<file path="config.mk">
export PLATFORM = sky130hd
export DESIGN_NAME = coalescer
export DESIGN_NICKNAME = d
export VERILOG_FILES = /design/src/rtl/coal_pkg.sv /design/src/rtl/coal_leader.sv /design/src/rtl/coal_match.sv /design/src/rtl/coal_size.sv /design/src/rtl/coalescer.sv
export SDC_FILE = /design/constraint.sdc
export NUM_CORES = 2
export LEC_CHECK = 0
export ABC_AREA = 1
export BUFFER_PORTS_ARGS = -buffer_cell sky130_fd_sc_hd__buf_2
export CORE_AREA = 2 2 439 441
export CTS_BUF_LIST = sky130_fd_sc_hd__clkbuf_2 sky130_fd_sc_hd__clkbuf_4 sky130_fd_sc_hd__clkbuf_8
export CTS_CLUSTER_SIZE = 28
export DETAILED_ROUTE_END_ITERATION = 12
export DIE_AREA = 0 0 441 443
export SKIP_LAST_GASP = 1
export SYNTH_ARGS = -nofsm -noshare
export SYNTH_HDL_FRONTEND = slang
export SYNTH_SLANG_ARGS = --single-unit
export TNS_END_PERCENT = 20
</file>
<file path="constraint.sdc">
create_clock -name clk -period 39.3 [get_ports clk]
set_input_delay 3.93 -clock clk [delete_from_list [all_inputs] [get_ports clk]]
set_output_delay 3.93 -clock clk [all_outputs]
set_load 0.01 [all_outputs]
</file>
<file path="src/rtl/coal_pkg.sv">
package coal_pkg;
  // Encoded transaction length
  typedef enum logic [1:0] {
    SZ_32  = 2'd0,
    SZ_64  = 2'd1,
    SZ_128 = 2'd2
  } txn_size_e;

  // log2 of the largest segment in bytes
  localparam int unsigned SEG_LG = 7;
endpackage

</file>
<file path="src/rtl/coal_leader.sv">
// Picks the lowest-numbered pending lane.
module coal_leader #(
  parameter int unsigned LANES = 32,
  localparam int unsigned LIDX_W = $clog2(LANES)
) (
  input  logic [LANES-1:0]  pending,
  output logic [LIDX_W-1:0] lead_idx,
  output logic              any_pending
);
  always_comb begin
    lead_idx = '0;
    for (int i = LANES - 1; i >= 0; i--) begin
      if (pending[i]) lead_idx = LIDX_W'(i);
    end
  end

  assign any_pending = |pending;
endmodule

</file>
<file path="src/rtl/coal_match.sv">
// Per-lane segment compare against the leading address.
module coal_match
  import coal_pkg::*;
#(
  parameter int unsigned LANES  = 32,
  parameter int unsigned ADDR_W = 32
) (
  input  logic [LANES-1:0][ADDR_W-1:0] addrs,
  input  logic [LANES-1:0]             pending,
  input  logic [ADDR_W-1:0]            lead_addr,
  output logic [LANES-1:0]             hit,
  output logic                         split_half,
  output logic                         split_quarter
);
  localparam int unsigned HALF_BIT = SEG_LG - 1;
  localparam int unsigned QTR_BIT  = SEG_LG - 2;

  logic [LANES-1:0] half_diff;
  logic [LANES-1:0] qtr_diff;

  for (genvar g = 0; g < LANES; g++) begin : g_lane
    logic same_seg;
    assign same_seg     = (addrs[g][ADDR_W-1:SEG_LG] == lead_addr[ADDR_W-1:SEG_LG]);
    assign hit[g]       = pending[g] & same_seg;
    assign half_diff[g] = hit[g] & (addrs[g][HALF_BIT] != lead_addr[HALF_BIT]);
    assign qtr_diff[g]  = hit[g] & (addrs[g][QTR_BIT]  != lead_addr[QTR_BIT]);
  end

  assign split_half    = |half_diff;
  assign split_quarter = |qtr_diff;
endmodule

</file>
<file path="src/rtl/coal_size.sv">
// Chooses the transaction length and aligns the base.
module coal_size
  import coal_pkg::*;
#(
  parameter int unsigned ADDR_W = 32
) (
  input  logic [ADDR_W-1:0] lead_addr,
  input  logic              split_half,
  input  logic              split_quarter,
  output txn_size_e         size,
  output logic [ADDR_W-1:0] base
);
  localparam logic [ADDR_W-1:0] ALIGN_128 = ~((ADDR_W'(1) << SEG_LG) - ADDR_W'(1));
  localparam logic [ADDR_W-1:0] ALIGN_64  = ~((ADDR_W'(1) << (SEG_LG - 1)) - ADDR_W'(1));
  localparam logic [ADDR_W-1:0] ALIGN_32  = ~((ADDR_W'(1) << (SEG_LG - 2)) - ADDR_W'(1));

  always_comb begin
    if (split_half) begin
      size = SZ_128;
      base = lead_addr & ALIGN_128;
    end else if (split_quarter) begin
      size = SZ_64;
      base = lead_addr & ALIGN_64;
    end else begin
      size = SZ_32;
      base = lead_addr & ALIGN_32;
    end
  end
endmodule

</file>
<file path="src/rtl/coalescer.sv">
module coalescer
  import coal_pkg::*;
#(
  parameter int unsigned LANES  = 32,
  parameter int unsigned ADDR_W = 32
) (
  input  logic                    clk,
  input  logic                    rst_n,
  input  logic                    in_valid,
  output logic                    in_ready,
  input  logic [LANES*ADDR_W-1:0] in_addr,
  input  logic [LANES-1:0]        in_mask,
  output logic                    out_valid,
  input  logic                    out_ready,
  output logic [ADDR_W-1:0]       out_base,
  output logic [1:0]              out_size,
  output logic [LANES-1:0]        out_lanes,
  output logic                    out_last
);
  localparam int unsigned LIDX_W = $clog2(LANES);

  logic [LANES-1:0]             pend_q;
  logic [LANES-1:0][ADDR_W-1:0] addr_q;
  logic [LIDX_W-1:0]            lead_idx;
  logic                         any_pending;
  logic [ADDR_W-1:0]            lead_addr;
  logic [LANES-1:0]             hit;
  logic                         split_half;
  logic                         split_quarter;
  txn_size_e                    size;
  logic [LANES-1:0]             remain;
  logic                         accept;
  logic                         fire;

  coal_leader #(.LANES(LANES)) u_leader (
    .pending     (pend_q),
    .lead_idx    (lead_idx),
    .any_pending (any_pending)
  );

  assign lead_addr = addr_q[lead_idx];

  coal_match #(.LANES(LANES), .ADDR_W(ADDR_W)) u_match (
    .addrs         (addr_q),
    .pending       (pend_q),
    .lead_addr     (lead_addr),
    .hit           (hit),
    .split_half    (split_half),
    .split_quarter (split_quarter)
  );

  coal_size #(.ADDR_W(ADDR_W)) u_size (
    .lead_addr     (lead_addr),
    .split_half    (split_half),
    .split_quarter (split_quarter),
    .size          (size),
    .base          (out_base)
  );

  assign in_ready  = ~any_pending;
  assign out_valid = any_pending;
  assign out_lanes = hit;
  assign out_size  = size;
  assign remain    = pend_q & ~hit;
  assign out_last  = (remain == '0);
  assign accept    = in_valid & in_ready;
  assign fire      = out_valid & out_ready;

  always_ff @(posedge clk) begin
    if (!rst_n) begin
      pend_q <= '0;
    end else if (accept) begin
      pend_q <= in_mask;
      addr_q <= in_addr;
    end else if (fire) begin
      pend_q <= remain;
    end
  end
endmodule

</file>
==> impl_metrics.env <==
export IMPL_ctsHoldBuffers=0
export IMPL_synth_top_area_share_pct=47.61
export IMPL_worstPathMaxFanout=84
export IMPL_crit_path_start="pend_q[30]$_SDFFE_PN0P_"
export IMPL_die_w_um=441
export IMPL_rows=161
export IMPL_cts_sinks=896
export IMPL_die_area_um2=195400
export IMPL_finalHoldViolCount=0
export IMPL_cts_path_max_buffers=3
export IMPL_clock_latency_ns=0.98
export IMPL_period_share_pct=37.02
export IMPL_final_max_slew_viol_count=0
export IMPL_io_buffer_count=963
export IMPL_postSynthCellCount=7162
export IMPL_grt_pass1_vias=50544
export IMPL_rsz0062_at_grt="false"
export IMPL_die_h_um=443
export IMPL_synth_most_common_cell="nand2_1"
export IMPL_drcViolationCount=0
export IMPL_synth_area_per_cell_um2=7.608
export IMPL_htree_levels=4
export IMPL_ys_async_sr_fraction_pct=0
export IMPL_postCtsSetupRepairBufs=0
export IMPL_setup_viol=0
export IMPL_gr_usage_all_layers_pct=27.97
export IMPL_fmax_mhz=68.73
export IMPL_min_path_type="register to register"
export IMPL_synth_edf_count=864
export IMPL_drtAntennaViolNets=0
export IMPL_critPathMostFrequentCell="nand2_1"
export IMPL_startpoint_type="register"
export IMPL_cts_inserted_buffers=170
export IMPL_slowest_delay_ns=0.86
export IMPL_max_slew_margin_pct=5.198
export IMPL_reg2reg_from="pend_q[30]$_SDFFE_PN0P_"
export IMPL_cp_end_kind="output port"
export IMPL_route_vias_total=56171
export IMPL_cts_resized=0
export IMPL_post_route_util_pct=34.18
export IMPL_worst_pin_slew_ns=1.422
export IMPL_slowest_stage="buf_4"
export IMPL_routed_via_density=5.223
export IMPL_setup_tns_ns=0
export IMPL_grt_max_degree=182
export IMPL_dpl_cell_area_um2=61240
export IMPL_num_io_pins=1129
export IMPL_crit_type="register to output port"
export IMPL_synth_seq_area_share_pct=48.79
export IMPL_ys_warn_count=0
export IMPL_grt_pass1_wl_um=384900
export IMPL_antenna_found_initial=197
export IMPL_r2r_slack_ns=30.32
export IMPL_globalplace_congestion=0.9641
export IMPL_hpwl_um=210100
export IMPL_rr_worst_depth=49
export IMPL_finalNetCount=9024
export IMPL_setup_slack_ns=24.75
export IMPL_skew_ns=0.07493
export IMPL_final_seq_area_um2=26590
export IMPL_wl_per_cell_um=26.43
export IMPL_cts_tree="built"
export IMPL_synth_top_area_cell="edfxtp_1"
export IMPL_required_ns=35.37
export IMPL_ys_flop_type="edfxtp_1"
export IMPL_stdcell_area_um2=65350
export IMPL_synthTopCellsByCount="2597 x nand2_1, 1460 x nand3_1, 864 x edfxtp_1, 693 x inv_1, 430 x nor2_1"
export IMPL_routed_wl_um=284300
export IMPL_synth_cell_type_count=37
export IMPL_status="completed"
export IMPL_drive_above_1_share_pct=17.23
export IMPL_grt_overflow=0
export IMPL_drv_cap=0
export IMPL_synthTopCellsByArea="edfxtp_1 48%, nand2_1 18%, nand3_1 13%"
export IMPL_coreArea_um2=191200
export IMPL_cts_clk_slew_worst_paths_ns=0.07
export IMPL_endpoint="out_base[5]"
export IMPL_place_ws_ns=25.97
export IMPL_initial_utilization_pct=28.50
export IMPL_drt_iter0_markers=7017
export IMPL_fill_cells=20021
export IMPL_netlist_area_um2=54490
export IMPL_cts_root_buffer="clkbuf_8"
export IMPL_area_growth_pct=19.93
export IMPL_drt_first_pass_iters=6
export IMPL_final_min_clock_period_ns=14.55
export IMPL_cp_arrival_ns=10.62
export IMPL_rr_endpoint="pend_q[23]$_SDFFE_PN0P_"
export IMPL_multi_input_area_um2=23130
export IMPL_ys_ff_latch=896
per-stage QoR:
stage               hold slack (ns)  cells
floorplan                    0.4888   7166
global placement             0.5256  10318
detailed placement           0.5375  10318
CTS                          0.5504  10630
global route                 0.5893  10731
finish                       0.5464  10755
cell families (layout without fill, tap and decap cells):
| group | after synthesis | in the layout | synth area share [%] |
|---|---|---|---|
| and+or+nand+nor | 4863 | 4863 | 39.28 |
| buffers and inverters | 1149 | 2087 | 8.905 |
| DFF | 896 | 896 | 48.79 |
| AOI/OAI and AO/OA | 199 | 199 | 2.152 |
| xor gates and xnor gates | 54 | 54 | 0.8680 |
| other | 1 | 130 | 0.006882 |
routing by layer:
metal / up-vias / GRT usage, % / routed length (um)
li1: 25332 / - / -
met1: 26443 / 34.70 / 107800
met2: 3634 / 41.58 / 125400
met3: 730 / 6.820 / 28800
met4: 32 / 21.52 / 22110
met5: - / 0 / 203
worst min path at each step:
stage	startpoint	endpoint	slack, ns	cells after the start
5_1_grt	pend_q[23]$_SDFFE_PN0P_	pend_q[23]$_SDFFE_PN0P_	0.59	2
6_report	pend_q[23]$_SDFFE_PN0P_	pend_q[23]$_SDFFE_PN0P_	0.55	2
4_1_cts	pend_q[23]$_SDFFE_PN0P_	pend_q[23]$_SDFFE_PN0P_	0.55	2
2_1_floorplan	pend_q[0]$_SDFFE_PN0P_	pend_q[0]$_SDFFE_PN0P_	0.49	2
3_3_place_gp	pend_q[23]$_SDFFE_PN0P_	pend_q[23]$_SDFFE_PN0P_	0.53	2
3_5_place_dp	pend_q[23]$_SDFFE_PN0P_	pend_q[23]$_SDFFE_PN0P_	0.54	2
state kept, by name, indices dropped and copies added, names as in the netlist:
| name | cells |
|---|---|
| addr_q | 864 |
| pend_q | 32 |
layout make-up:
cell class / count / area share [%]
clock buffer: 204 / 3.980
inverter: 699 / 4.036
multi-input combinational: 5121 / 35.40
sequential: 896 / 40.68
clock inverter: 108 / 1.836
tap: 2526 / 4.836
timing repair buffer: 1076 / 8.750
antenna: 125 / 0.4787
cells in the final DEF (no fill, tap or decap), types with 8 or more instances in the layout:
cell type / n
nand2_1: 2597
nand3_1: 1458
buf_2: 963
edfxtp_1: 864
inv_1: 692
nor2_1: 427
nand3b_1: 259
clkbuf_8: 171
diode_2: 125
buf_4: 109
nand4_1: 86
a21oi_1: 56
xor2_1: 47
o211ai_1: 42
clkinv_1: 33
clkbuf_4: 33
o21ai_0: 32
dfxtp_1: 32
a31oi_1: 31
clkinv_2: 30
o21ai_1: 25
bufinv_16: 23
nand3_2: 12
clkinvlp_4: 8
critical path: cells and delay by family, from the launching register on:
kind	cells	cell delay (ns)
and+or+nand+nor	51	6.89
buffers and inverters	5	2.07
DFF	1	0.46
Power is left out: the tool's default activity adds up to more than one toggle a clock period on the data nets, which glitch-free logic cannot reach.
